<file path="src/rtl/rs_ecc_pkg.sv">
// Package: shared widths and GF(2^10) arithmetic for the page parity engine.
// Assumes a primitive field polynomial and roots alpha^0 .. alpha^(NPAR-1).
package rs_ecc_pkg;

    localparam int              SYM_W      = 10;
    localparam int              NPAR       = 6;
    localparam logic [SYM_W:0]  PRIM_POLY  = 11'h409;
    localparam int              CODE_BYTES = 8;
    localparam int              PACK_W     = CODE_BYTES * 8;
    localparam int              PAR_W      = NPAR * SYM_W;
    localparam int              RA_W       = 5;

    typedef logic [SYM_W-1:0] sym_t;

    // Field product by shift-and-add with reduction on every shift.
    function automatic sym_t gf_mul(sym_t a, sym_t b);
        sym_t acc;
        sym_t sh;
        acc = '0;
        sh  = a;
        for (int i = 0; i < SYM_W; i++) begin
            if (b[i]) acc = acc ^ sh;
            if (sh[SYM_W-1]) sh = (sh << 1) ^ PRIM_POLY[SYM_W-1:0];
            else             sh = sh << 1;
        end
        return acc;
    endfunction

    // Coefficient k of the monic generator polynomial prod (x + alpha^i).
    function automatic sym_t gen_coef(int k);
        logic [NPAR:0][SYM_W-1:0] g;
        sym_t root;
        g    = '0;
        g[0] = sym_t'(1);
        root = sym_t'(1);
        for (int i = 0; i < NPAR; i++) begin
            for (int j = i + 1; j >= 1; j--) begin
                g[j] = g[j-1] ^ gf_mul(g[j], root);
            end
            g[0] = gf_mul(g[0], root);
            root = gf_mul(root, sym_t'(2));
        end
        return g[k];
    endfunction

endpackage

</file>
<file path="src/rtl/rs_lfsr.sv">
// Module: systematic Reed-Solomon divider, one symbol per shifted cycle.
// Assumes the generator coefficients are constants; each stage is a fixed
// constant multiplier. Holds the remainder of D(x)*x^NPAR mod g(x).
module rs_lfsr
    import rs_ecc_pkg::*;
(
    input  logic             clk,
    input  logic             rst_n,
    input  logic             clr,
    input  logic             shift,
    input  sym_t             sym_in,
    output logic [PAR_W-1:0] par_o
);

    sym_t rem_q [NPAR];
    sym_t fb;

    // Feedback: incoming symbol plus the highest remainder coefficient.
    always_comb fb = sym_in ^ rem_q[NPAR-1];

    for (genvar j = 0; j < NPAR; j++) begin : g_stage
        localparam sym_t GC = gen_coef(j);
        if (j == 0) begin : g_low
            // Lowest stage takes only the scaled feedback.
            always_ff @(posedge clk) begin
                if (!rst_n || clr)  rem_q[j] <= '0;
                else if (shift)     rem_q[j] <= gf_mul(fb, GC);
            end
        end else begin : g_mid
            // Higher stages add the scaled feedback to the stage below.
            always_ff @(posedge clk) begin
                if (!rst_n || clr)  rem_q[j] <= '0;
                else if (shift)     rem_q[j] <= rem_q[j-1] ^ gf_mul(fb, GC);
            end
        end
        assign par_o[j*SYM_W +: SYM_W] = rem_q[j];
    end

endmodule

</file>
<file path="src/rtl/rs_ecc_seq.sv">
// Module: control register, byte counter, stored-code capture and error flag.
// Assumes bytes arrive in page order, followed in check mode by code byte 0..7.
module rs_ecc_seq
    import rs_ecc_pkg::*;
#(
    parameter int PAGE_BYTES = 512,
    parameter int CW         = $clog2(PAGE_BYTES + CODE_BYTES + 1)
) (
    input  logic              clk,
    input  logic              rst_n,
    input  logic              ctl_we,
    input  logic [7:5]        ctl_wdata,
    input  logic              dat_stb,
    input  logic [7:0]        dat_byte,
    input  logic [PAR_W-1:0]  par_i,
    output logic              clr_o,
    output logic              shift_o,
    output sym_t              sym_o,
    output logic [PACK_W-1:0] stored_o,
    output logic              err_o,
    output logic              gen_o,
    output logic              feed_o,
    output logic [CW-1:0]     cnt_o
);

    localparam logic [CW-1:0] DATA_END = CW'(PAGE_BYTES);
    localparam logic [CW-1:0] PAR_END  = CW'(PAGE_BYTES + CODE_BYTES);
    localparam logic [CW-1:0] LAST_PAR = CW'(PAGE_BYTES + CODE_BYTES - 1);

    logic              gen_q, feed_q, err_q;
    logic [CW-1:0]     cnt_q;
    logic [PACK_W-1:0] stored_q, stored_nxt;
    logic              take, in_data, in_par;

    // Decode which phase an accepted strobe belongs to.
    always_comb begin
        clr_o      = ctl_we & ctl_wdata[7];
        take       = dat_stb & feed_q & ~clr_o;
        in_data    = cnt_q < DATA_END;
        in_par     = ~gen_q & (cnt_q >= DATA_END) & (cnt_q < PAR_END);
        shift_o    = take & in_data;
        sym_o      = {{(SYM_W-8){1'b0}}, ~dat_byte};
        stored_nxt = {dat_byte, stored_q[PACK_W-1:8]};
    end

    // Mode bits follow every control write.
    always_ff @(posedge clk) begin
        if (!rst_n) begin
            gen_q  <= 1'b0;
            feed_q <= 1'b0;
        end else if (ctl_we) begin
            gen_q  <= ctl_wdata[6];
            feed_q <= ctl_wdata[5];
        end
    end

    // Count absorbed bytes, saturating at the end of the active phase.
    always_ff @(posedge clk) begin
        if (!rst_n || clr_o)                  cnt_q <= '0;
        else if (take && (in_data || in_par)) cnt_q <= cnt_q + 1'b1;
    end

    // Shift stored code bytes in, first byte ending in the lowest lane.
    always_ff @(posedge clk) begin
        if (!rst_n || clr_o)      stored_q <= '0;
        else if (take && in_par)  stored_q <= stored_nxt;
    end

    // Compare recomputed and stored code as the last stored byte lands.
    always_ff @(posedge clk) begin
        if (!rst_n || clr_o)
            err_q <= 1'b0;
        else if (take && in_par && cnt_q == LAST_PAR)
            err_q <= |(~par_i ^ stored_nxt[PAR_W-1:0]);
    end

    assign stored_o = stored_q;
    assign err_o    = err_q;
    assign gen_o    = gen_q;
    assign feed_o   = feed_q;
    assign cnt_o    = cnt_q;

endmodule

</file>
<file path="src/rtl/rs_ecc_view.sv">
// Module: packs parity into code bytes and serves the read windows.
// Assumes parity coefficient j sits at bits 10j+9..10j of the packed word.
module rs_ecc_view
    import rs_ecc_pkg::*;
(
    input  logic [PAR_W-1:0]  par_i,
    input  logic [PACK_W-1:0] stored_i,
    input  logic              err_i,
    input  logic [RA_W-1:0]   rd_addr,
    output logic [7:0]        rd_data
);

    logic [PACK_W-1:0] code, rem;
    logic [7:0]        rem_byte;

    // Inverted parity with ones in the unused lanes, and its difference.
    always_comb begin
        code = {{(PACK_W-PAR_W){1'b1}}, ~par_i};
        rem  = code ^ stored_i;
    end

    // Select one remainder byte and reverse its bit order.
    always_comb begin
        for (int b = 0; b < 8; b++) rem_byte[b] = rem[{rd_addr[2:0], 3'b000} + 6'(7 - b)];
    end

    // Address decode across code, remainder and status windows.
    always_comb begin
        case (rd_addr[4:3])
            2'b00:   rd_data = code[{rd_addr[2:0], 3'b000} +: 8];
            2'b01:   rd_data = rem_byte;
            2'b10:   rd_data = (rd_addr[2:0] == 3'd0) ? {err_i, 7'b0} : 8'h00;
            default: rd_data = 8'h00;
        endcase
    end

endmodule

</file>
<file path="src/rtl/rs_page_ecc.sv">
// Module: top of the NAND page Reed-Solomon parity engine.
// Assumes the host issues a clear before each page and keeps byte order.
module rs_page_ecc
    import rs_ecc_pkg::*;
#(
    parameter int PAGE_BYTES = 512
) (
    input  logic        clk,
    input  logic        rst_n,
    input  logic        ctl_we,
    input  logic [7:5]  ctl_wdata,
    input  logic        dat_stb,
    input  logic [7:0]  dat_byte,
    input  logic [4:0]  rd_addr,
    output logic [7:0]  rd_data
);

    localparam int CW = $clog2(PAGE_BYTES + CODE_BYTES + 1);

    logic              clr, shift, err_q, gen_q, feed_q;
    sym_t              sym;
    logic [PAR_W-1:0]  par_q;
    logic [PACK_W-1:0] stored_q;
    logic [CW-1:0]     cnt_q;

    rs_ecc_seq #(.PAGE_BYTES(PAGE_BYTES), .CW(CW)) u_seq (
        .clk(clk), .rst_n(rst_n), .ctl_we(ctl_we), .ctl_wdata(ctl_wdata),
        .dat_stb(dat_stb), .dat_byte(dat_byte), .par_i(par_q),
        .clr_o(clr), .shift_o(shift), .sym_o(sym), .stored_o(stored_q),
        .err_o(err_q), .gen_o(gen_q), .feed_o(feed_q), .cnt_o(cnt_q)
    );

    rs_lfsr u_lfsr (
        .clk(clk), .rst_n(rst_n), .clr(clr), .shift(shift),
        .sym_in(sym), .par_o(par_q)
    );

    rs_ecc_view u_view (
        .par_i(par_q), .stored_i(stored_q), .err_i(err_q),
        .rd_addr(rd_addr), .rd_data(rd_data)
    );

endmodule

</file>
<file path="config.mk">
export PLATFORM = sky130hd
export DESIGN_NAME = rs_page_ecc
export DESIGN_NICKNAME = d
export VERILOG_FILES = /design/src/rtl/rs_ecc_pkg.sv /design/src/rtl/rs_lfsr.sv /design/src/rtl/rs_ecc_seq.sv /design/src/rtl/rs_ecc_view.sv /design/src/rtl/rs_page_ecc.sv
export SDC_FILE = /design/constraint.sdc
export NUM_CORES = 1
export LEC_CHECK = 0
export ABC_AREA = 1
export BUFFER_PORTS_ARGS = -buffer_cell sky130_fd_sc_hd__buf_2
export CORE_MARGIN = 5
export CORE_UTILIZATION = 50
export CTS_BUF_LIST = sky130_fd_sc_hd__clkbuf_2 sky130_fd_sc_hd__clkbuf_4 sky130_fd_sc_hd__clkbuf_8
export CTS_CLUSTER_SIZE = 25
export DETAILED_ROUTE_END_ITERATION = 10
export GPL_TIMING_DRIVEN = 0
export PLACE_DENSITY_LB_ADDON = 0.1
export SETUP_SLACK_MARGIN = 0.02
export SKIP_LAST_GASP = 1
export SLEW_MARGIN = 15
export SYNTH_ARGS = -nofsm -noshare
export SYNTH_HDL_FRONTEND = slang
export SYNTH_SLANG_ARGS = --single-unit
</file>
<file path="constraint.sdc">
create_clock -name clk -period 5.6 [get_ports clk]
set_clock_uncertainty 0.2 [all_clocks]
set_input_delay 0.56 -clock clk [delete_from_list [all_inputs] [get_ports clk]]
set_output_delay 0.56 -clock clk [all_outputs]
set_load 0.05 [all_outputs]
</file>
**Word-level counts from Yosys, hierarchy flattened**

Memory sizes are Yosys's and may differ from the RTL's.
Index checks and enable logic that the tools add are counted.

- Add/sub/neg operators: 8
- Order comparisons: 11
- Eq/ne operators: 3
- Shift operators: 1
- Mux-type cells: 102
- Bitwise operators: 53
- Reduce and logical (&&, ||, !) cells: 9

Operator list:

| operator | count |
|---|---|
| $mux 10 | 70 |
| $xor 10x10->10 | 25 |
| $shiftx 64x7->8 | 1 |
| $xor 64x64->64 | 1 |
| $not 60->60 | 1 |
| $reduce_or 60->1 | 1 |
| $xor 60x60->60 | 1 |
| $lt 6x7->1 const B | 8 |
| $bmux 1 s6 | 7 |
| $mux 4 | 9 |
| $add 6x3->6 const B | 4 |
| $pmux 8 s3 | 1 |
| $lt 10x10->1 const B | 2 |
| $not 2->2 | 9 |
| $mux 1 | 13 |
| $add 6x2->6 const B | 2 |
| $add 10x1->10 const B | 1 |
| $eq 10x10->1 const B | 1 |
| $ge 10x10->1 const B | 1 |
| $xor 8x10->10 | 1 |
| $mux 8 | 1 |
| $not 8->8 | 1 |
| $add 6x1->6 const B | 1 |
| $and 1x1->1 | 6 |
| 10 further kinds | 19 |

- Bits in registers: 77
- Memory bits (writable): 60
- Output and inout port bits: 8
- Memories kept: 1

Memory list:

| memory | depth | width | read ports | clocked after memory_dff | wr ports | RTL line | RTL |
|---|---|---|---|---|---|---|---|
| u_lfsr.rem_q | 6 | 10 | 6 | 0 | 6 | rs_lfsr.sv:15 | `sym_t rem_q [NPAR];` |

**Logic depth before layout (Yosys ltp)**

- Depth after elaboration: 43
- Mapped depth: 14
- Depth with buffers taken out: 14

**By module**

A second synthesis with hierarchy kept.

- Cells, all modules: 1640
- Area, all modules: 10500.1 sq um

Modules (own cells, without submodules):

| module | times used | cells an instance | area an instance (sq um) | seq. area each (sq um) |
|---|---|---|---|---|
| rs_lfsr | 1 | 561 | 4259.1 | 1801.7 |
| rs_ecc_seq | 1 | 579 | 4033.9 | 1541.5 |
| rs_ecc_view | 1 | 500 | 2207.1 | 0.0 |

**Worst setup path before layout**

OpenSTA, ideal clock, no wires.

- Path type: input -> output
- From: in rd_addr[1]
- To: out rd_data[3]
- Arrival time: 2538 ps
- Required time: 4840 ps
- Slack: 2302 ps
- Stages on the path: 7
- Path buffers: 2
- Cells stage by stage: clkbuf_1 inv_2 clkbuf_1 a21oi_1 o21ai_0 a21oi_1 o31ai_1

- Longest elaborated chain between the ends: 4
- Elaborated cells between the ends (all ways): 5

RTL lines:

| what | RTL line | RTL |
|---|---|---|
| start, declared | rs_page_ecc.sv:14 | `input logic [4:0] rd_addr,` |
| $add 6x3->6 | rs_ecc_view.sv:24 | `for (int b = 0; b < 8; b++) rem_byte[b] = rem[{rd_addr[2:0], 3'b000} + 6'(7 - b)];` |
| $bmux 1 s6 | rs_ecc_view.sv:24 |  |
| $mux 1 (not written as such) | rs_ecc_view.sv:24 |  |
| $pmux 8 s3 (*) | rs_ecc_view.sv:29 | `case (rd_addr[4:3])` |
| end, declared | rs_page_ecc.sv:15 | `output logic [7:0] rd_data` |

Every way passes the cells marked *; elsewhere a longest branch is shown, timed or not. The select of a mux whose other input is x is not followed.

**Worst setup path after layout**

- From: in rd_addr[1]
- To: out rd_data[2]

Same word-level chain as after synthesis.

==> summary.md <==
| Metric | Value |
|---|---|
| Status | complete, no violations |
| Top Layer Used | met4 |
| Drt initial violations | 1,207 |
| Worst min-delay path startpoint | ctl_wdata[6] |
| # diodes | 0 |
| Total CTS buffers | 17 |
| Initial Utilization | 50.4% |
| Post-synth top area share | 18.6% |
| Post-Syn Area | 0.00971 mm² |
| Final setup violation count | 0 |
| Vias/cell | 5.96 |
| Dpl hpwl | 30,400 µm |
| Most numerous cell in the Yosys netlist | nand2_1 |
| Clock period minus worst slack | 3460 ps |
| Max stage delay on crit path | 600 ps |
| Initial antenna violation count | 0 |
| Yosys reg bits | 137 |
| WL per Instance | 23.8 µm |
| Post-cts sizing count | 0 |
| Setup Crit Path Kind | input port to primary output |
| R2R depth | 7 |
| Worst path bufs/invs | 4 |
| Yosys warns | 0 |
| Min Hold Slack | 110 ps |
| Total Wirelength | 40,000 µm |
| Fin util | 55.3% |
| Met2 WL post-DR | 17,400 µm |
| CTS H-tree lvls | 4 |
| I/O pin cnt | 28 |
| Slowest-stage cell, CP | clkbuf_1 |
| Longest Clk Path Bufs | 2 |
| Leak | 4.34 nW |
| Post-layout nets | 1,421 |
| Total die area | 0.0223 mm² |
| Fin. Hold Viols | 0 |
| Crit path capture type | primary output |
| Tcrit/Tclk final | 61.8% |
| Ys flop type | dfxtp_1 |
| Max FO, Critical Path | 10 |
| Ys async rst share | 0% |
| Delay-heaviest family, CP | buffers and inverters |
| Peak VDD IR | 148 µV |
| DR WL met3 | 3840 µm |
| GRT Total Usage | 35.6% |
| Max_cap viols | 0 |
| Seq/Total Area, Yosys | 34.4% |
| Fmax | 289 MHz |
| Setup Fix Bufs, Post-CTS | 0 |
| Setup TNS | 0 ps |
| PD cells | 276 mW/mm² |
| Ratio of cells with drive above 1 in the final layout | 12.3% |
| Synth Instances | 1,356 |
| Distinct cells, synth | 45 |
| Total number of vias | 10,000 |
| Grt ovf | 0 |
| Reg2reg end | u_lfsr.rem_q[0][3] |
| WHS Path Cells | 3 |
| Worst slew margin | 44.3% |
| Die height | 149 µm |
| Hold EP | u_seq.gen_o |
| Largest net degree at the start of global routing | 55 |
| Hold Buf Count CTS | 0 |
| Area leader, netlist | edfxtp_1 |
| Root buffer cell | clkbuf_8 |
| Hold crit path type | input port to flip-flop |
| CP Cell Sequence | clkbuf_1 -> inv_2 -> clkbuf_1 -> a21oi_1 -> a21oi_1 -> o21ai_0 -> nand3_1 -> o31ai_1 -> buf_2 |
| Vias in the first global route | 9,279 |
| First-pass GRT wire length | 57,900 µm |
| Gp weighted congestion | 1.01 |
| CTS tree | yes |
| R2R Setup Slk | 2940 ps |
| Clk sinks | 137 |
| Final Slew Violations | 0 |
| Area delta synth->final | 9.77% |
| DRC viols | 0 |
| Met1 wire length | 15,600 µm |
| Antenna-violating nets left | 0 |
| IO Port Bufs | 24 |
| WP data required | 4840 ps |
| Clk_lat worst skew | 480 ps |
| FF-to-FF Start | u_seq.feed_o |
| Most frequent cells after synthesis | nand2_1, a21oi_1, o21ai_0 |
| RSZ-0062 raised after global routing | no |
| Worst-path clk slew | 90 ps |
| Synth area leaders | edfxtp_1, dfxtp_1, nand2_1 |
| Die W | 149 µm |
| Post-synth EDFFs | 60 |
| Row count | 51 |
| Syn Nets | 1,377 |
| Syn Area/Cell | 7.16 µm² |
| DRT Pass-1 Iters | 6 |
| Startpoint Class | input port |
| CP Data Arrival Time | 2700 ps |
| Core Area | 0.0193 mm² |
| Worst-Margin Slew | 835 ps |
cells in the final DEF, fill, tap and decap left out, types with 5 or more instances in the layout:
| cell type | count |
|---|---|
| xor2_1 | 59 |
| nand2_2 | 38 |
| o31ai_1 | 6 |
| nand3_1 | 77 |
| nand2_4 | 21 |
| bufinv_16 | 5 |
| inv_1 | 116 |
| nand2_1 | 286 |
| a22oi_1 | 5 |
| nand4_1 | 12 |
| nor2_1 | 82 |
| clkbuf_1 | 34 |
| nor3_1 | 15 |
| o211ai_1 | 15 |
| xor2_2 | 8 |
| edfxtp_1 | 60 |
| a21oi_1 | 165 |
| buf_2 | 38 |
| inv_2 | 20 |
| xnor2_1 | 57 |
| clkbuf_8 | 17 |
| dfxtp_1 | 77 |
| o21ai_0 | 143 |
metal layers:
metal | up-vias | GRT usage, %
li1 | 4589 | -
met5 | - | 0
met1 | 4609 | 45.4
met2 | 637 | 54.9
met3 | 174 | 6.75
met4 | 0 | 23.8
worst max path at each step:
stage / start / end / slack [ps] / depth (start not counted)
final: rd_addr[1] / rd_data[2] / 2140 / 9
after global routing: rd_addr[1] / rd_data[2] / 2090 / 9
after CTS: rd_addr[1] / rd_data[1] / 2260 / 9
after detailed placement: rd_addr[1] / rd_data[1] / 2270 / 9
after global placement: ctl_we / u_lfsr.rem_q[0][6] / 1160 / 7
after floorplan: rd_addr[1] / rd_data[3] / 2300 / 7
worst reg2reg max path: stages, from the launching register on:
cell	delay (ps)
dfxtp_1	340
nand2_1	80
nor2_2	150
nand2_1	180
nor2_2	600
inv_2	200
clkbuf_1	360
a21oi_1	360
registers in the layout (all words and copies together) (netlist names):
| register | flops |
|---|---|
| u_seq.cnt_o | 10 |
| u_seq.feed_o | 1 |
| u_seq.err_o | 1 |
| u_seq.stored_o | 64 |
| u_seq.gen_o | 1 |
| u_lfsr.rem_q | 60 |
cells by family after synthesis:
logic type	count (synthesis)	synth area share [%]
xor gates and xnor gates	125	12.0
buffers and inverters	190	7.72
AOI/OAI and AO/OA	359	19.8
adders and majority gates	1	0.129
and+or+nand+nor	544	25.9
DFF	137	34.4
stage by stage:
stage | instances | cell area [µm²] | worst slack (ps) | power (mW)
floorplan | 1356 | 9710 | 2300 | 1.69
global placement | 1645 | 10200 | 1160 | 1.93
detailed placement | 1646 | 10200 | 2270 | 1.94
CTS | 1678 | 10700 | 2260 | 2.91
global route | 1678 | 10700 | 2090 | 3.03
finish | 1678 | 10700 | 2140 | 2.94
power breakdown:
| part | total [mW] | switching [mW] | internal (mW) |
|---|---|---|---|
| registers | 1.16 | 0.0747 | 1.08 |
| logic | 0.788 | 0.552 | 0.236 |
| clock network | 0.992 | 0.454 | 0.538 |
final cells by class:
class                      instances  area, µm²
tap                              265        332
buffer                            53        235
clock buffer                      18        241
timing repair buffer              25        148
clock inverter                    14        220
inverter                         137        514
sequential                       137       3340
multi-input combinational       1029       5620
fill                            1905       8620
(Power assumes the default switching activity.)
